File: src/rtl/addsub_pkg.sv
package addsub_pkg;

  typedef enum logic [3:0] {
    PR_EQ  = 4'd0,
    PR_NE  = 4'd1,
    PR_LT  = 4'd2,
    PR_LE  = 4'd3,
    PR_GT  = 4'd4,
    PR_GE  = 4'd5,
    PR_LTU = 4'd6,
    PR_LEU = 4'd7,
    PR_GTU = 4'd8,
    PR_GEU = 4'd9
  } pred_e;

  typedef struct packed {
    logic z;
    logic n;
    logic c;
    logic v;
  } flags_t;

endpackage

File: src/rtl/fa_cell.sv
module fa_cell (
  input  logic x,
  input  logic y,
  input  logic ci,
  output logic s,
  output logic co
);
  logic half;
  assign half = x ^ y;
  assign s    = half ^ ci;
  assign co   = (x & y) | (half & ci);
endmodule

File: src/rtl/ripple_chain.sv
module ripple_chain #(
  parameter int W = 32
) (
  input  logic [W-1:0] x,
  input  logic [W-1:0] y,
  input  logic         cin,
  output logic [W-1:0] s,
  output logic         cout
);
  localparam int NC = W + 1;
  logic [NC-1:0] carry;

  assign carry[0] = cin;

  for (genvar i = 0; i < W; i++) begin : g_cell
    fa_cell u_fa (
      .x  (x[i]),
      .y  (y[i]),
      .ci (carry[i]),
      .s  (s[i]),
      .co (carry[i+1])
    );
  end

  assign cout = carry[NC-1];
endmodule

File: src/rtl/flag_gen.sv
module flag_gen
  import addsub_pkg::*;
#(
  parameter int W = 32
) (
  input  logic [W-1:0] res,
  input  logic         cout,
  input  logic         a_msb,
  input  logic         b_eff_msb,
  output flags_t       flags
);
  localparam int MSB = W - 1;

  always_comb begin
    flags.z = ~|res;
    flags.n = res[MSB];
    flags.c = cout;
    flags.v = (a_msb == b_eff_msb) && (res[MSB] != a_msb);
  end
endmodule

File: src/rtl/pred_sel.sv
module pred_sel
  import addsub_pkg::*;
(
  input  flags_t     flags,
  input  logic [3:0] code,
  output logic       hit
);
  logic lt_s;

  always_comb begin
    lt_s = flags.n ^ flags.v;
    case (code)
      PR_EQ:   hit = flags.z;
      PR_NE:   hit = ~flags.z;
      PR_LT:   hit = lt_s;
      PR_LE:   hit = flags.z | lt_s;
      PR_GT:   hit = ~(flags.z | lt_s);
      PR_GE:   hit = ~lt_s;
      PR_LTU:  hit = ~flags.c;
      PR_LEU:  hit = ~flags.c | flags.z;
      PR_GTU:  hit = flags.c & ~flags.z;
      PR_GEU:  hit = flags.c;
      default: hit = 1'b0;
    endcase
  end
endmodule

File: src/rtl/addsub_cmp_unit.sv
module addsub_cmp_unit
  import addsub_pkg::*;
#(
  parameter int W = 32
) (
  input  logic         in_valid,
  output logic         in_ready,
  input  logic [W-1:0] op_a,
  input  logic [W-1:0] op_b,
  input  logic         sub_en,
  input  logic [3:0]   pred_sel,
  output logic         out_valid,
  input  logic         out_ready,
  output logic [W-1:0] result,
  output logic         flag_z,
  output logic         flag_n,
  output logic         flag_c,
  output logic         flag_v,
  output logic         cmp_out
);
  localparam int MSB = W - 1;

  logic [W-1:0] b_eff;
  logic [W-1:0] sum;
  logic         cout;
  flags_t       fl;

  assign b_eff = op_b ^ {W{sub_en}};

  ripple_chain #(.W(W)) u_chain (
    .x    (op_a),
    .y    (b_eff),
    .cin  (sub_en),
    .s    (sum),
    .cout (cout)
  );

  flag_gen #(.W(W)) u_flags (
    .res       (sum),
    .cout      (cout),
    .a_msb     (op_a[MSB]),
    .b_eff_msb (b_eff[MSB]),
    .flags     (fl)
  );

  pred_sel u_pred (
    .flags (fl),
    .code  (pred_sel),
    .hit   (cmp_out)
  );

  assign result    = sum;
  assign flag_z    = fl.z;
  assign flag_n    = fl.n;
  assign flag_c    = fl.c;
  assign flag_v    = fl.v;
  assign out_valid = in_valid;
  assign in_ready  = out_ready;
endmodule

File: config.mk
export PLATFORM = sky130hd
export DESIGN_NAME = addsub_cmp_unit
export DESIGN_NICKNAME = d
export VERILOG_FILES = /design/src/rtl/addsub_pkg.sv /design/src/rtl/fa_cell.sv /design/src/rtl/ripple_chain.sv /design/src/rtl/flag_gen.sv /design/src/rtl/pred_sel.sv /design/src/rtl/addsub_cmp_unit.sv
export SDC_FILE = /design/constraint.sdc
export NUM_CORES = 1
export LEC_CHECK = 0
export BUFFER_PORTS_ARGS = -buffer_cell sky130_fd_sc_hd__buf_2
export CAP_MARGIN = 10
export CORE_ASPECT_RATIO = 0.6
export CORE_MARGIN = 5
export CORE_UTILIZATION = 40
export DETAILED_ROUTE_END_ITERATION = 6
export MAX_ROUTING_LAYER = met4
export PLACE_DENSITY = 0.84
export SETUP_SLACK_MARGIN = 0.05
export SLEW_MARGIN = 20
export SYNTH_ARGS = -nofsm -noshare
export SYNTH_HDL_FRONTEND = slang
export SYNTH_HIERARCHICAL = 1
export SYNTH_SLANG_ARGS = --single-unit
export TNS_END_PERCENT = 1
File: constraint.sdc
create_clock -name vclk -period 34.7
set_clock_uncertainty 0.05 [all_clocks]
set_input_delay 8.675 -clock vclk [all_inputs]
set_output_delay 8.675 -clock vclk [all_outputs]
set_load 0.005 [all_outputs]
==> run_results.csv, run 1 <==
group,metric,value,unit
outcome,status,"complete, no violations",
layout,final_area,1720,µm²
placed_design,dp_hpwl,3230,µm
die,die_h,53.0,µm
logic_synthesis,synth.cell_area,1230,µm²
logic_synthesis,avgSynthCellArea,12.1,µm²
clocking,post_cts_buffers,0,
placed_design,gp_congestion,0.761,
drt,routed_via_density,4.58,
die,initial_core_util,0.423,
drt,routed_wl,3450,µm
worst_setup_path,cp.arrival,23.76,ns
power_and_ir_drop,vdd_drop_max,0.0000142,V
layout,n_antenna_cell,0,
logic_synthesis,synth_warnings,6,
sta,rsz0062_at_grt,"false",
global_route,first_global_vias,1209,
die,fp.dieW,81.6,µm
layout,multi_input_area,1120,µm²
die,die-area,4320,µm²
sta,slew_viol_final,0,
placed_design,io_buffer_count,106,
worst_setup_path,start_kind,"input pin",
layout,n_fill_cell,264,
logic_synthesis,synth_fp_nets,205,
worst_setup_path,endpoint_kind,"output pin",
global_route,grt_max_degree,34,
run,max-cap-violations,0,
logic_synthesis,seq_area_frac_synth,0,
power_and_ir_drop,pwr_density_cell,26.7,nW/µm²
layout,area_delta_synth_final,39.7,%
worst_setup_path,critical_path.most_common_cell,"fa_1",
global_route,grt.overflow.total,0,
min_path,hold_end,"in_ready",
sta,holdWs,17.30,ns
drt,drc,0,
drt,wl_per_cell,14.2,µm
drt,final_antenna_net_count,0,
die,rows,15,
layout,seq_area,0,µm²
layout,drive_gt1_frac,0.552,
power_and_ir_drop,p_leak,0.864,nW
worst_setup_path,worstSetupPathType,"in -> out",
sta,fin_crit,32.49,ns
global_route,grt_pass1_wl,5320,µm
drt,vias,1113,
sta,worstMarginPinSlew,0.505,ns
worst_setup_path,worstPathMaxFanout,33,
placed_design,place_area,1720,µm²
sta,fmax,30.8,MHz
min_path,hold_path_depth,0,
die,coreArea,2910,µm²
logic_synthesis,yosysUniqueCellTypes,20,
die,io_pins,110,
sta,hold_viol,0,
drt,dr.pass1.iters,4,
worst_setup_path,crit_slowest_cell,"fa_1",
worst_setup_path,max_stage_delay,0.54,ns
sta,setup_viol,0,
min_path,min_path_type,"in -> out",
min_path,min-delay-start,"out_ready",
drt,drt_iter0_markers,26,
layout,seq_cells,0,
layout,nets,306,
global_route,antenna_found_initial,0,
layout,n_clock_buffer,0,
worst_setup_path,worstPathRequired,25.97,ns
sta,layout_worst_path_cycle_share,0.936,
sta,maxSlewHeadroom,0.663,
logic_synthesis,synth_cells,102,
clocking,cts_hold_buffers,0,
clocking,cts-resized-gates,0,
sta,setup_tns,0,ns
global_route,grtUsageTotal,0.160,
## where the power goes
group	internal [mW]	total, mW	switching, mW
logic	0.0229	0.0460	0.0231
clock network	0	0	0
registers	0	0	0
total	0.0229	0.0460	0.0231
## layer usage
layer  wire length, µm  share of wire  vias up  global-route usage
met1              1440           0.42      527               0.225
li1                  -              -      537                   -
met3               278          0.081        0              0.0119
met5                 0              0        -                   -
met4                 0              0        0                   0
met2              1730           0.50       49               0.273
## cells in the final DEF (no fill, tap or decap)
cell type,n
a21oi_1,2
a22oi_2,1
a31oi_1,1
and2b_1,1
and3b_1,2
buf_2,106
buf_4,1
fa_1,32
inv_1,2
mux2_4,1
nand2_1,2
nand4_1,2
nor2_1,2
nor4_1,6
nor4_2,2
o21ai_0,2
o221ai_1,1
o22ai_1,1
xor2_1,34
## cell type report
class,instances,share of cell area
inverter,2,0.00436
multi-input combinational,92,0.652
tap,42,0.0305
timing repair buffer,107,0.313
## logic make-up (layout without fill, tap and decap cells)
group           count (synthesis)  in the layout  share of synthesized area
compound gates                  8              8                     0.0437
xor+xnor                       34             34                      0.242
fa+ha+maj                      32             32                      0.520
buf+inv                        10            109                     0.0884
mux                             1              1                     0.0122
simple gates                   17             17                     0.0935
## cell usage after synthesis, types with 2 or more instances
| master | number | share of area |
|---|---|---|
| inv_1 | 2 | 0.0061 |
| xor2_1 | 34 | 0.24 |
| nand4_1 | 2 | 0.010 |
| o21ai_0 | 2 | 0.0081 |
| nand2_1 | 2 | 0.0061 |
| nor2_1 | 2 | 0.0061 |
| nor4_2 | 2 | 0.020 |
| nor4_1 | 6 | 0.030 |
| buf_12 | 3 | 0.049 |
| buf_4 | 4 | 0.024 |
| and3b_1 | 2 | 0.014 |
| a21oi_1 | 2 | 0.0081 |
| fa_1 | 32 | 0.52 |
## through the flow
step	setup WS, ns	power [mW]	util	cells
6_report	2.21	0.0460	0.591	243
5_1_grt	1.49	0.0522	0.591	243
4_1_cts	2.20	0.0468	0.591	243
3_5_place_dp	2.24	0.0466	0.591	243
3_3_place_gp	2.46	0.0454	0.591	243
2_1_floorplan	3.33	0.0275	-	102
## critical path: cells and delay by family
kind                       cells  cell delay, ns
buffers and inverters          3            0.62
AOI/OAI and AO/OA              2            0.21
adders and majority gates     32           12.85
muxes                          1            0.24
and+or+nand+nor                4            1.01
xor gates and xnor gates       1            0.17
## worst max-delay path by stage
stage	from	end	slack, ns
finish	sub_en	cmp_out	2.21
global placement	sub_en	cmp_out	2.46
CTS	sub_en	cmp_out	2.20
floorplan	sub_en	cmp_out	3.33
detailed placement	sub_en	cmp_out	2.24
global route	sub_en	cmp_out	1.49
Power figures use the tool's default switching activity.
==> run 2, diff against run 1 <==
- PLACE_DENSITY: 0.84 -> 0.85
==> run_results.csv, run 2 (synthesized netlist as in run 1, its figures left out) <==
group,metric,value,unit
layout,seq_cells,0,
power_and_ir_drop,power.switching,23.1,µW
layout,drive_gt1_frac,0.550,
placed_design,gp_congestion,0.759,
sta,setup_tns,0,ns
die,initial_core_util,0.423,
layout,n_clock_buffer,0,
layout,mostFrequentLayoutCells,"106 x buf_2, 34 x xor2_1, 32 x fa_1",
power_and_ir_drop,seqPwrFrac,0,
drt,dr.pass1.iters,4,
sta,rsz0062_at_grt,"false",
power_and_ir_drop,p_leak,0.859,nW
global_route,grtUsageTotal,0.162,
sta,fin_crit,32.58,ns
power_and_ir_drop,vdd_drop_max,0.0000150,V
clocking,post_cts_buffers,0,
clocking,cts_hold_buffers,0,
worst_setup_path,endpoint_kind,"output pin",
power_and_ir_drop,p_int,22.9,µW
drt,vias,1113,
drt,drc,0,
min_path,min_path_type,"in -> out",
global_route,grt.overflow.total,0,
die,rows,15,
power_and_ir_drop,p_sw_frac,0.502,
drt,routed_via_density,4.60,
placed_design,place_inst,242,
placed_design,io_buffer_count,106,
worst_setup_path,critical_path.most_common_cell,"fa_1",
power_and_ir_drop,combPwrFrac,1.000,
global_route,grt_pass1_wl,5390,µm
die,io_pins,110,
drt,final_antenna_net_count,0,
worst_setup_path,start_kind,"input pin",
placed_design,dp_hpwl,3190,µm
sta,setup_viol,0,
sta,maxSlewHeadroom,0.412,
worst_setup_path,worstPathRequired,25.97,ns
drt,wl_per_cell,14.2,µm
layout,final_area,1710,µm²
layout,n_antenna_cell,0,
worst_setup_path,cp.arrival,23.85,ns
layout,nets,305,
clocking,cts-resized-gates,0,
drt,drt_iter0_markers,15,
die,coreArea,2910,µm²
global_route,first_global_vias,1207,
sta,hold_viol,0,
die,die-area,4320,µm²
power_and_ir_drop,pwr_density_cell,26.9,nW/µm²
worst_setup_path,worstPathMaxFanout,33,
layout,final_common_cell,"buf_2",
sta,slew_viol_final,0,
drt,routed_wl,3430,µm
power_and_ir_drop,clkPwrFrac,0,
worst_setup_path,worstSetupPathType,"in -> out",
worst_setup_path,max_stage_delay,0.66,ns
run,max-cap-violations,0,
global_route,antenna_found_initial,0,
sta,layout_worst_path_cycle_share,0.939,
layout,area_delta_synth_final,39.1,%
layout,fin_util,0.589,
layout,seq_area,0,µm²
die,die_h,53.0,µm
worst_setup_path,crit_slowest_cell,"buf_2",
die,fp.dieW,81.6,µm
sta,worstMarginPinSlew,0.882,ns
global_route,grt_max_degree,34,
sta,fmax,30.7,MHz
power_and_ir_drop,power,46.1,µW
outcome,status,"complete, no violations",
placed_design,place_area,1710,µm²
layout,fin_cells,242,
run 2: cell types whose count changed in the layout (fill, tap and decap cells not counted), sizes merged:
cell  delta
buf      -1
run 2: area by class of cell:
cell class | instances | area (µm²)
fill | 250 | 1200
inverter | 2 | 7.51
multi-input combinational | 92 | 1120
tap | 42 | 52.6
timing repair buffer | 106 | 531
run 2: metrics by stage:
stage | hold slack [ns] | setup slack, ns
after floorplan | 17.38 | 3.33
after global placement | 17.30 | 2.26
after detailed placement | 17.30 | 2.10
after CTS | 17.30 | 2.05
after global routing | 17.30 | 1.47
final | 17.30 | 2.12
run 2: routing by layer:
| metal | up-vias | share of wire | track usage |
|---|---|---|---|
| met5 | - | 0 | - |
| met4 | 0 | 0.00058 | 0.00552 |
| met3 | 2 | 0.097 | 0.0221 |
| met2 | 50 | 0.51 | 0.282 |
| met1 | 530 | 0.40 | 0.214 |
| li1 | 531 | - | - |
run 2: critical path: cells and delay by family:
| kind | cells | cell delay, ns |
|---|---|---|
| xor+xnor | 1 | 0.22 |
| compound gates | 2 | 0.20 |
| buf+inv | 2 | 0.78 |
| simple gates | 4 | 0.89 |
| mux | 1 | 0.23 |
| fa+ha+maj | 32 | 12.86 |
run 2: final timing paths:
kind | start | endpoint | slack [ns] | cells after the start
setup / recovery | sub_en | cmp_out | 2.12 | 42
hold / removal | out_ready | in_ready | 17.30 | 0
run 2: power groups by stage:
stage          registers [mW]  logic (mW)  clock network, mW
2_1_floorplan               0      0.0275                  0
3_3_place_gp                0      0.0455                  0
3_5_place_dp                0      0.0466                  0
4_1_cts                     0      0.0470                  0
5_1_grt                     0      0.0520                  0
6_report                    0      0.0461                  0
